**src/rtl/btb_pkg.sv**
```systemverilog
package btb_pkg;
   localparam int unsigned INSN_BYTES = 4;
   localparam int unsigned ALIGN_W    = 2;

   typedef enum logic [1:0] {
      LK_MISS   = 2'b00,
      LK_HIT_NT = 2'b01,
      LK_HIT_TK = 2'b11
   } lookup_e;

   typedef enum logic [1:0] {
      WR_NONE  = 2'b00,
      WR_FLAG  = 2'b01,
      WR_ALLOC = 2'b10
   } wr_kind_e;
endpackage

```
**src/rtl/btb_pc_split.sv**
```systemverilog
module btb_pc_split #(
   parameter int unsigned PC_W  = 32,
   parameter int unsigned IDX_W = 6,
   parameter int unsigned TAG_W = 24
) (
   input  logic [PC_W-1:0]  pc,
   output logic [IDX_W-1:0] idx,
   output logic [TAG_W-1:0] tag
);
   import btb_pkg::*;

   if (IDX_W + TAG_W + ALIGN_W != PC_W) begin : g_bad_split
      $error("btb_pc_split: index, tag and alignment widths do not cover the PC");
   end

   assign idx = pc[ALIGN_W +: IDX_W];
   assign tag = pc[PC_W-1 -: TAG_W];
endmodule

```
**src/rtl/btb_store.sv**
```systemverilog
module btb_store #(
   parameter int unsigned PC_W       = 32,
   parameter int unsigned ENTRIES    = 64,
   parameter int unsigned IDX_W      = 6,
   parameter int unsigned TAG_W      = 24,
   parameter bit          CLEAR_DATA = 1'b0
) (
   input  logic               clk,
   input  logic               rst_n,
   input  logic [IDX_W-1:0]   rd_a_idx,
   output logic               rd_a_valid,
   output logic [TAG_W-1:0]   rd_a_tag,
   output logic [PC_W-1:0]    rd_a_target,
   output logic               rd_a_dir,
   input  logic [IDX_W-1:0]   rd_b_idx,
   output logic               rd_b_valid,
   output logic [TAG_W-1:0]   rd_b_tag,
   input  btb_pkg::wr_kind_e  wr_kind,
   input  logic [IDX_W-1:0]   wr_idx,
   input  logic [TAG_W-1:0]   wr_tag,
   input  logic [PC_W-1:0]    wr_target,
   input  logic               wr_dir
);
   import btb_pkg::*;

   logic [ENTRIES-1:0] vld_vec;
   logic [ENTRIES-1:0] dir_vec;
   logic [TAG_W-1:0]   tag_arr [ENTRIES];
   logic [PC_W-1:0]    tgt_arr [ENTRIES];

   for (genvar e = 0; e < ENTRIES; e++) begin : g_ent
      logic             sel;
      logic             any_wr;
      logic             alloc_wr;
      logic             v_q;
      logic             d_q;
      logic [TAG_W-1:0] t_q;
      logic [PC_W-1:0]  g_q;

      assign sel      = (wr_idx == IDX_W'(e));
      assign any_wr   = sel && (wr_kind != WR_NONE);
      assign alloc_wr = sel && (wr_kind == WR_ALLOC);

      always_ff @(posedge clk or negedge rst_n) begin
         if (!rst_n) begin
            v_q <= 1'b0;
            d_q <= 1'b0;
         end else begin
            if (any_wr)   d_q <= wr_dir;
            if (alloc_wr) v_q <= 1'b1;
         end
      end

      if (CLEAR_DATA) begin : g_clear
         always_ff @(posedge clk or negedge rst_n) begin
            if (!rst_n) begin
               t_q <= '0;
               g_q <= '0;
            end else if (alloc_wr) begin
               t_q <= wr_tag;
               g_q <= wr_target;
            end
         end
      end else begin : g_keep
         always_ff @(posedge clk) begin
            if (alloc_wr) begin
               t_q <= wr_tag;
               g_q <= wr_target;
            end
         end
      end

      assign vld_vec[e] = v_q;
      assign dir_vec[e] = d_q;
      assign tag_arr[e] = t_q;
      assign tgt_arr[e] = g_q;
   end

   assign rd_a_valid  = vld_vec[rd_a_idx];
   assign rd_a_dir    = dir_vec[rd_a_idx];
   assign rd_a_tag    = tag_arr[rd_a_idx];
   assign rd_a_target = tgt_arr[rd_a_idx];
   assign rd_b_valid  = vld_vec[rd_b_idx];
   assign rd_b_tag    = tag_arr[rd_b_idx];
endmodule

```
**src/rtl/btb_lookup.sv**
```systemverilog
module btb_lookup #(
   parameter int unsigned PC_W  = 32,
   parameter int unsigned TAG_W = 24
) (
   input  logic [PC_W-1:0]  fetch_pc,
   input  logic [TAG_W-1:0] pc_tag,
   input  logic             ent_valid,
   input  logic [TAG_W-1:0] ent_tag,
   input  logic [PC_W-1:0]  ent_target,
   input  logic             ent_dir,
   output logic [PC_W-1:0]  next_pc,
   output logic             hit,
   output logic             taken
);
   import btb_pkg::*;

   lookup_e         kind;
   logic [PC_W-1:0] seq_pc;

   assign seq_pc = fetch_pc + PC_W'(INSN_BYTES);

   always_comb begin
      if (!(ent_valid && (ent_tag == pc_tag))) kind = LK_MISS;
      else if (ent_dir)                        kind = LK_HIT_TK;
      else                                     kind = LK_HIT_NT;
   end

   always_comb begin
      unique case (kind)
         LK_HIT_TK: next_pc = ent_target;
         default:   next_pc = seq_pc;
      endcase
   end

   assign hit   = (kind != LK_MISS);
   assign taken = (kind == LK_HIT_TK);
endmodule

```
**src/rtl/btb_next_addr.sv**
```systemverilog
module btb_next_addr #(
   parameter int unsigned PC_W       = 32,
   parameter int unsigned ENTRIES    = 64,
   parameter bit          CLEAR_DATA = 1'b0
) (
   input  logic            clk,
   input  logic            rst_n,
   input  logic [PC_W-1:0] fetch_pc,
   output logic [PC_W-1:0] next_pc,
   output logic            pred_hit,
   output logic            pred_taken,
   input  logic            res_valid,
   input  logic [PC_W-1:0] res_pc,
   input  logic [PC_W-1:0] res_target,
   input  logic            res_taken
);
   import btb_pkg::*;

   localparam int unsigned IDX_W = $clog2(ENTRIES);
   localparam int unsigned TAG_W = PC_W - IDX_W - ALIGN_W;

   if (ENTRIES < 2 || (ENTRIES & (ENTRIES - 1)) != 0) begin : g_bad_depth
      $error("btb_next_addr: ENTRIES must be a power of two of at least 2");
   end
   if (PC_W <= IDX_W + ALIGN_W) begin : g_bad_width
      $error("btb_next_addr: PC_W leaves no tag bits");
   end

   logic [IDX_W-1:0] f_idx, r_idx;
   logic [TAG_W-1:0] f_tag, r_tag;
   logic             a_valid, a_dir, b_valid;
   logic [TAG_W-1:0] a_tag, b_tag;
   logic [PC_W-1:0]  a_target;
   logic             res_hit;
   wr_kind_e         wr_kind;

   btb_pc_split #(.PC_W(PC_W), .IDX_W(IDX_W), .TAG_W(TAG_W)) u_split_f (
      .pc (fetch_pc), .idx(f_idx), .tag(f_tag)
   );

   btb_pc_split #(.PC_W(PC_W), .IDX_W(IDX_W), .TAG_W(TAG_W)) u_split_r (
      .pc (res_pc), .idx(r_idx), .tag(r_tag)
   );

   assign res_hit = b_valid && (b_tag == r_tag);

   always_comb begin
      if (!res_valid)   wr_kind = WR_NONE;
      else if (res_hit) wr_kind = WR_FLAG;
      else              wr_kind = WR_ALLOC;
   end

   btb_store #(
      .PC_W(PC_W), .ENTRIES(ENTRIES), .IDX_W(IDX_W), .TAG_W(TAG_W),
      .CLEAR_DATA(CLEAR_DATA)
   ) u_store (
      .clk        (clk),
      .rst_n      (rst_n),
      .rd_a_idx   (f_idx),
      .rd_a_valid (a_valid),
      .rd_a_tag   (a_tag),
      .rd_a_target(a_target),
      .rd_a_dir   (a_dir),
      .rd_b_idx   (r_idx),
      .rd_b_valid (b_valid),
      .rd_b_tag   (b_tag),
      .wr_kind    (wr_kind),
      .wr_idx     (r_idx),
      .wr_tag     (r_tag),
      .wr_target  (res_target),
      .wr_dir     (res_taken)
   );

   btb_lookup #(.PC_W(PC_W), .TAG_W(TAG_W)) u_lookup (
      .fetch_pc  (fetch_pc),
      .pc_tag    (f_tag),
      .ent_valid (a_valid),
      .ent_tag   (a_tag),
      .ent_target(a_target),
      .ent_dir   (a_dir),
      .next_pc   (next_pc),
      .hit       (pred_hit),
      .taken     (pred_taken)
   );
endmodule

```
**config.mk**
```make
export PLATFORM = sky130hd
export DESIGN_NAME = btb_next_addr
export DESIGN_NICKNAME = d
export VERILOG_FILES = /design/src/rtl/btb_pkg.sv /design/src/rtl/btb_pc_split.sv /design/src/rtl/btb_store.sv /design/src/rtl/btb_lookup.sv /design/src/rtl/btb_next_addr.sv
export SDC_FILE = /design/constraint.sdc
export NUM_CORES = 2
export LEC_CHECK = 0
export BUFFER_PORTS_ARGS = -buffer_cell sky130_fd_sc_hd__buf_2
export CORE_MARGIN = 3
export CORE_UTILIZATION = 35
export DETAILED_ROUTE_END_ITERATION = 7
export MAX_ROUTING_LAYER = met4
export PLACE_DENSITY = 0.55
export RECOVER_POWER = 50
export SLEW_MARGIN = 25
export SYNTH_ARGS = -nofsm -noshare
export SYNTH_HDL_FRONTEND = slang
export SYNTH_SLANG_ARGS = --single-unit
```
**constraint.sdc**
```tcl
create_clock -name clk -period 8.35 [get_ports clk]
set_input_delay 1.67 -clock clk [delete_from_list [all_inputs] [get_ports clk]]
set_output_delay 1.67 -clock clk [all_outputs]
set_load 0.1 [all_outputs]
```
# After elaboration in Yosys (flattened, before gate mapping)
# Index checks and enable logic that the tools add are counted.
[word_totals]
ff_bits = 3712
input_bits = 100
[classes]
n_eq_ne = 67
add_sub_neg = 1
bitwise_logic = 2
n_lt_le_gt_ge = 4
n_mux = 20
reduce_logical = 133
[op_table]
columns = ["cell", "n"]
rows = [
  ["24-bit binary-select mux with 6-bit select", 2],
  ["32-bit binary-select mux with 6-bit select", 1],
  ["6-bit equality test (second input constant)", 32],
  ["1-bit logical AND", 130],
  ["6-bit by 5-bit equality test with 1-bit output (second input constant)", 16],
  ["24-bit 2-to-1 mux", 4],
  ["32-bit 2-to-1 mux", 3],
  ["24-bit equality test", 2],
  ["6-bit by 4-bit equality test with 1-bit output (second input constant)", 8],
  ["32-bit by 3-bit adder with 32-bit output (second input constant)", 1],
  ["6-bit by 3-bit equality test with 1-bit output (second input constant)", 4],
  ["1-bit binary-select mux with 6-bit select", 3],
  ["7-bit >= comparator (second input constant)", 2],
  ["6-bit by 7-bit < comparator with 1-bit output (second input constant)", 2],
  ["6-bit NOT with 7-bit output", 2],
  ["6-bit by 2-bit equality test with 1-bit output (second input constant)", 2],
  ["2-bit 2-to-1 mux", 4],
  ["6-bit by 1-bit equality test with 1-bit output (second input constant)", 1],
  ["6-bit zero test", 1],
  ["2-bit equality test (second input constant)", 2],
  ["2-bit nonzero test", 2],
  ["1-bit 2-to-1 mux", 3],
]

# Longest topological paths before layout
[logic_depth]
depth_word = 10
mapped_depth = 18
ltp_nobuf = 10

# Hierarchy
# From an unflattened synthesis, not the netlist that was laid out.
[unflattened]
cells_unflattened = 7261
hier_area_um2 = 155693.1
[modules_own_cells]
columns = ["mod", "cells_per_inst", "area_per_inst_um2", "seq_area_each_um2", "instances"]
rows = [
  ["btb_store", 7015, 153628.6, 110826.3, 1],
  ["btb_lookup", 151, 1332.5, 0.0, 1],
  ["btb_pc_split", 30, 225.2, 0.0, 2],
  ["btb_next_addr", 35, 281.5, 0.0, 1],
]

# Worst setup path after synthesis
# Ideal clock, no wire load.
[synth_path]
path_kind = "input to output"
start = "input fetch_pc[4]"
end = "output pred_taken"
slack_ns = -0.999
stages = 14
required_ns = 6.680
n_path_buf = 5
arrival_ns = 7.679
cell_sequence = "buf_2 -> buf_2 -> clkbuf_1 -> clkbuf_1 -> buf_2 -> mux4_2 -> a31oi_1 -> nand4_1 -> xnor2_1 -> nor2_1 -> or3_1 -> nor3b_1 -> nand4_1 -> nor4b_1"
[synth_between]
elab_chain_len = 8
elab_cells_between_ends = 13
[synth_lines]
columns = ["element", "line_no", "text"]
rows = [
  ["start: declaration", "btb_next_addr.sv:8", "input logic [PC_W-1:0] fetch_pc,"],
  ["6-bit NOT with 7-bit output (not written as such)", "btb_store.sv:81", "assign rd_a_tag = tag_arr[rd_a_idx];"],
  ["24-bit binary-select mux with 6-bit select", "btb_store.sv:81", ""],
  ["24-bit 2-to-1 mux (not written as such) (2 in a row)", "btb_store.sv:81", ""],
  ["24-bit equality test", "btb_lookup.sv:23", "if (!(ent_valid && (ent_tag == pc_tag))) kind = LK_MISS;"],
  ["1-bit logical AND", "btb_lookup.sv:23", ""],
  ["2-bit 2-to-1 mux (*)", "btb_lookup.sv:23", ""],
  ["2-bit equality test (*)", "btb_lookup.sv:36", "assign taken = (kind == LK_HIT_TK);"],
  ["end: declaration", "btb_next_addr.sv:11", "output logic pred_taken,"],
]
# Every way passes the cells marked *; elsewhere a longest branch is shown, timed or not. The select of a mux whose other input is x is not followed.

# Worst setup path after layout
[layout_path]
start = "input fetch_pc[3]"
end = "output next_pc[18]"
[layout_between]
elab_chain_len = 9
elab_cells_between_ends = 18
[layout_lines]
columns = ["element", "line_no", "text"]
rows = [
  ["6-bit NOT with 7-bit output (not written as such)", "btb_store.sv:81, btb_store.sv:82", ""],
  ["24-bit binary-select mux with 6-bit select", "btb_store.sv:81", ""],
  ["24-bit 2-to-1 mux (not written as such) (2 in a row)", "btb_store.sv:81", ""],
  ["24-bit equality test", "btb_lookup.sv:23", ""],
  ["1-bit logical AND", "btb_lookup.sv:23", ""],
  ["2-bit 2-to-1 mux", "btb_lookup.sv:23", ""],
  ["2-bit equality test", "btb_lookup.sv:29", "unique case (kind)"],
  ["32-bit 2-to-1 mux (*)", "btb_lookup.sv:29", ""],
  ["end: declaration", "btb_next_addr.sv:9", "output logic [PC_W-1:0] next_pc,"],
]
# Marks and branches as above.

==> summary.txt <==
Finish
  • Synth-to-Final Area Change: 15.8%
  • Number of fill cells: 38800
  • Final-stage net count: 7741
  • Design Area, Final: 0.182 mm^2
  • Share of cells above drive strength 1: 34.5%
  • Fin cells: 13900

Detailed routing
  • Vias/cell: 6.12
  • Antenna-violating nets left: 0
  • Wire per inst: 39.3 um
  • Drt total wl: 547000 um
  • Routed vias: 85200
  • Remaining DRCs: 0
  • First DRT Iteration DRCs: 13700
  • First-pass iteration count of the detailed router: 6

Clock tree
  • CTS tree: built
  • Clock Tree Buf Depth: 4
  • Number of setup buffers added after CTS: 0
  • Insertion delay to the later sink of the worst-skew pair: 1000 ps
  • Clk pin slew, worst setup/hold paths: 60 ps
  • H-tree levels: 5
  • Post-CTS resize count: 0
  • Number of clock sinks: 3712
  • CTS buffer count: 397
  • Hold Buf Count CTS: 0
  • Root buf cell: clkbuf_16

Critical path
  • Critical R2R Launch: u_store.g_ent[15].t_q[8]
  • Worst r2r path cells: 11
  • Crit. End Element: primary output
  • Reg2Reg Setup Slack: 3010 ps
  • Crit path from: fetch_pc[3]
  • CP Max Fanout: 34
  • Arrival time worst endpoint: 6620 ps
  • Crit path to: next_pc[18]
  • Worst setup path class: primary input to primary output
  • CP startpoint kind: primary input
  • Reg-to-reg critical path endpoint: u_store.g_ent[55].t_q[20]
  • CP required: 6680 ps

Floorplan
  • Starting Density: 35.2%
  • Core ar.: 0.446 mm^2
  • IO Count: 134
  • Cell Rows: 245
  • Die height: 676 um
  • Area of the die: 0.457 mm^2
  • Die X: 676 um

Pwr
  • Power per cell area: 227 mW/mm^2
  • Leak Pwr: 57.1 nW
  • P_int: 0.0319 W
  • Clk pwr share: 42.2%
  • Sw Share: 22.8%
  • Peak supply drop: 169 uV
  • Power share of the combinational group: 7.5%
  • Net Sw Power: 0.00942 W
  • Share of power burned in registers: 50.3%

Logic synthesis
  • Syn_nets: 7230
  • Ys flop type: edfxtp_1
  • Mapped Area: 0.157 mm^2
  • #FFs+latches synth: 3712
  • Sequential-to-total area share from yosys stat: 70.6%
  • Yosys warns: 0
  • Largest cells by area after synthesis: edfxtp_1, mux4_2, dfrtp_1, mux2i_1, mux2_2
  • Post-synth top area share: 68.5%
  • Syn avg cell area: 22.0 um^2
  • Largest area contributor in the netlist: edfxtp_1
  • Number of synthesized flops with an enable pin: 3584
  • Post-synth cell types: 80
  • Asr flop ratio synth: 3.45%
  • Synth Instances: 7129

Timing
  • Final hold viol count: 0
  • Pins over their slew limit: 3624
  • Fmax: 121 MHz
  • Worst slew pin tran: 3830 ps
  • Skew final: 90.3 ps
  • RSZ-0062 raised after global routing: false
  • Min cycle time layout: 8290 ps
  • Slew HR: -155%
  • Setup TNS: 0 ps
  • Setup-failing EPs final: 0
  • Final worst-path cycle share: 99.3%

GRT
  • Antenna violations before repair: 55
  • Vias in the first global route: 84700
  • Total GRT Usage: 24.4%
  • Pin count of the biggest net entering global routing: 126
  • Global route overflow: 0
  • First-pass GRT wire length: 742000 um

Placed design
  • Placed cells: 13200
  • Buffers added on ports: 131
  • GPL Wtd Cong: 0.890
  • DP Area: 0.169 mm^2
  • Post-DP HPWL: 323000 um

Flow run
  • Max Cap Viol: 65

Hold path
  • Hold Path Origin: u_store.g_ent[2].d_q
  • Hold Path Class: register to register

Status
  • Failing checks: capacitance limit, slew limit
  • Outcome: finished, violations left
[logic make-up (layout without fill, tap and decap cells)]
| group | Yosys count | in the layout | share of synthesized area, % |
|---|---|---|---|
| other | 0 | 38 | 0 |
| muxes | 1846 | 1846 | 23.5 |
| adders and majority gates | 1 | 1 | 0.00797 |
| DFF | 3712 | 3712 | 70.6 |
| xor gates and xnor gates | 95 | 95 | 0.530 |
| and+or+nand+nor | 509 | 509 | 1.52 |
| AOI/OAI and AO/OA | 480 | 480 | 2.17 |
| buffers and inverters | 486 | 1326 | 1.70 |
[cells in the final DEF (no fill, tap or decap), drive strengths merged, types with 64 or more instances in the layout]
master	count
a21oi	77
a22oi	123
buf	511
clkbuf	574
clkinv	171
dfrtp	128
edfxtp	3584
mux2	140
mux2i	256
mux4	1450
nand2	178
nor2	136
o21bai	64
[per-stage QoR]
stage	setup slack [ps]	utilization [%]	total power (W)	hold WS (ps)
final	62.6	40.8	0.0413	499
after global routing	21.7	40.8	0.0424	513
after CTS	144	40.8	0.0416	496
after detailed placement	158	37.9	0.0242	479
after global placement	-369	37.9	0.0242	471
after floorplan	67.0	-	0.0229	455
[registers in the layout (all words and copies together) (netlist names)]
| register | flops |
|---|---|
| u_store.g_ent.g_q | 2048 |
| u_store.g_ent.d_q | 64 |
| u_store.g_ent.t_q | 1536 |
| u_store.g_ent.v_q | 64 |
[layout make-up]
class / instances / area (um^2) / area share (%)
diodes: 38 / 95.1 / 0.0523
clock buffers: 497 / 10500 / 5.77
clock inverters: 231 / 2200 / 1.21
inverters: 10 / 45.0 / 0.0248
multi-input cells: 2931 / 44100 / 24.3
flip-flops and latches: 3712 / 111000 / 60.9
well taps: 5928 / 7420 / 4.08
repair buffers: 588 / 6680 / 3.67
[power by group through the flow]
stage / Combinational, W / Sequential [W] / Clock, W
after floorplan: 0.00177 / 0.0211 / 0
after detailed placement: 0.00311 / 0.0211 / 0
after global routing: 0.00324 / 0.0208 / 0.0184
final: 0.00312 / 0.0208 / 0.0174
after global placement: 0.00307 / 0.0211 / 0
after CTS: 0.00312 / 0.0207 / 0.0177
[worst min-delay path by stage]
stage / end / slack (ps) / depth (start not counted)
final: u_store.g_ent[2].d_q / 500 / 1
after global routing: u_store.g_ent[16].v_q / 510 / 1
after CTS: u_store.g_ent[38].v_q / 500 / 1
after detailed placement: u_store.g_ent[38].v_q / 480 / 1
after global placement: u_store.g_ent[47].v_q / 470 / 1
after floorplan: u_store.g_ent[10].v_q / 450 / 1
[critical path: stages]
cell	delay [ps]
buf_8	480
buf_4	530
nand2b_1	370
o22ai_1	170
nor4_1	570
xor2_1	380
o32a_1	390
nor4_1	270
buf_4	170
nand3_1	110
nor4_4	420
buf_12	270
buf_12	180
mux2_4	350
buf_12	180
[cells in the mapped netlist (all sizes together) (10+ instances only)]
cell type / count
nor3: 20
a21oi: 77
nand2b: 15
and3: 15
clkbuf: 146
xor2: 36
mux2i: 256
xnor2: 59
o21bai: 64
and2: 10
nor2: 136
a211oi: 19
mux4: 1450
edfxtp: 3584
dfrtp: 128
nor2b: 34
nor4: 19
inv: 10
a22oi: 123
nand4: 16
o22ai: 60
o21ai: 23
nand3: 37
a221oi: 24
a31oi: 11
o211ai: 14
nand2: 178
mux2: 140
buf: 324
[per-layer routing]
| layer | wire (um) | part of all wire (%) | track usage (%) | vias to the layer above |
|---|---|---|---|---|
| met4 | 24700 | 4.5 | 9.46 | 0 |
| met2 | 253000 | 46 | 36.7 | 5225 |
| met1 | 215000 | 39 | 32.9 | 47000 |
| li1 | - | - | - | 32000 |
| met5 | 0 | 0 | - | - |
| met3 | 54700 | 10 | 4.68 | 1062 |
Note: power is estimated with default switching activity, not from simulation.
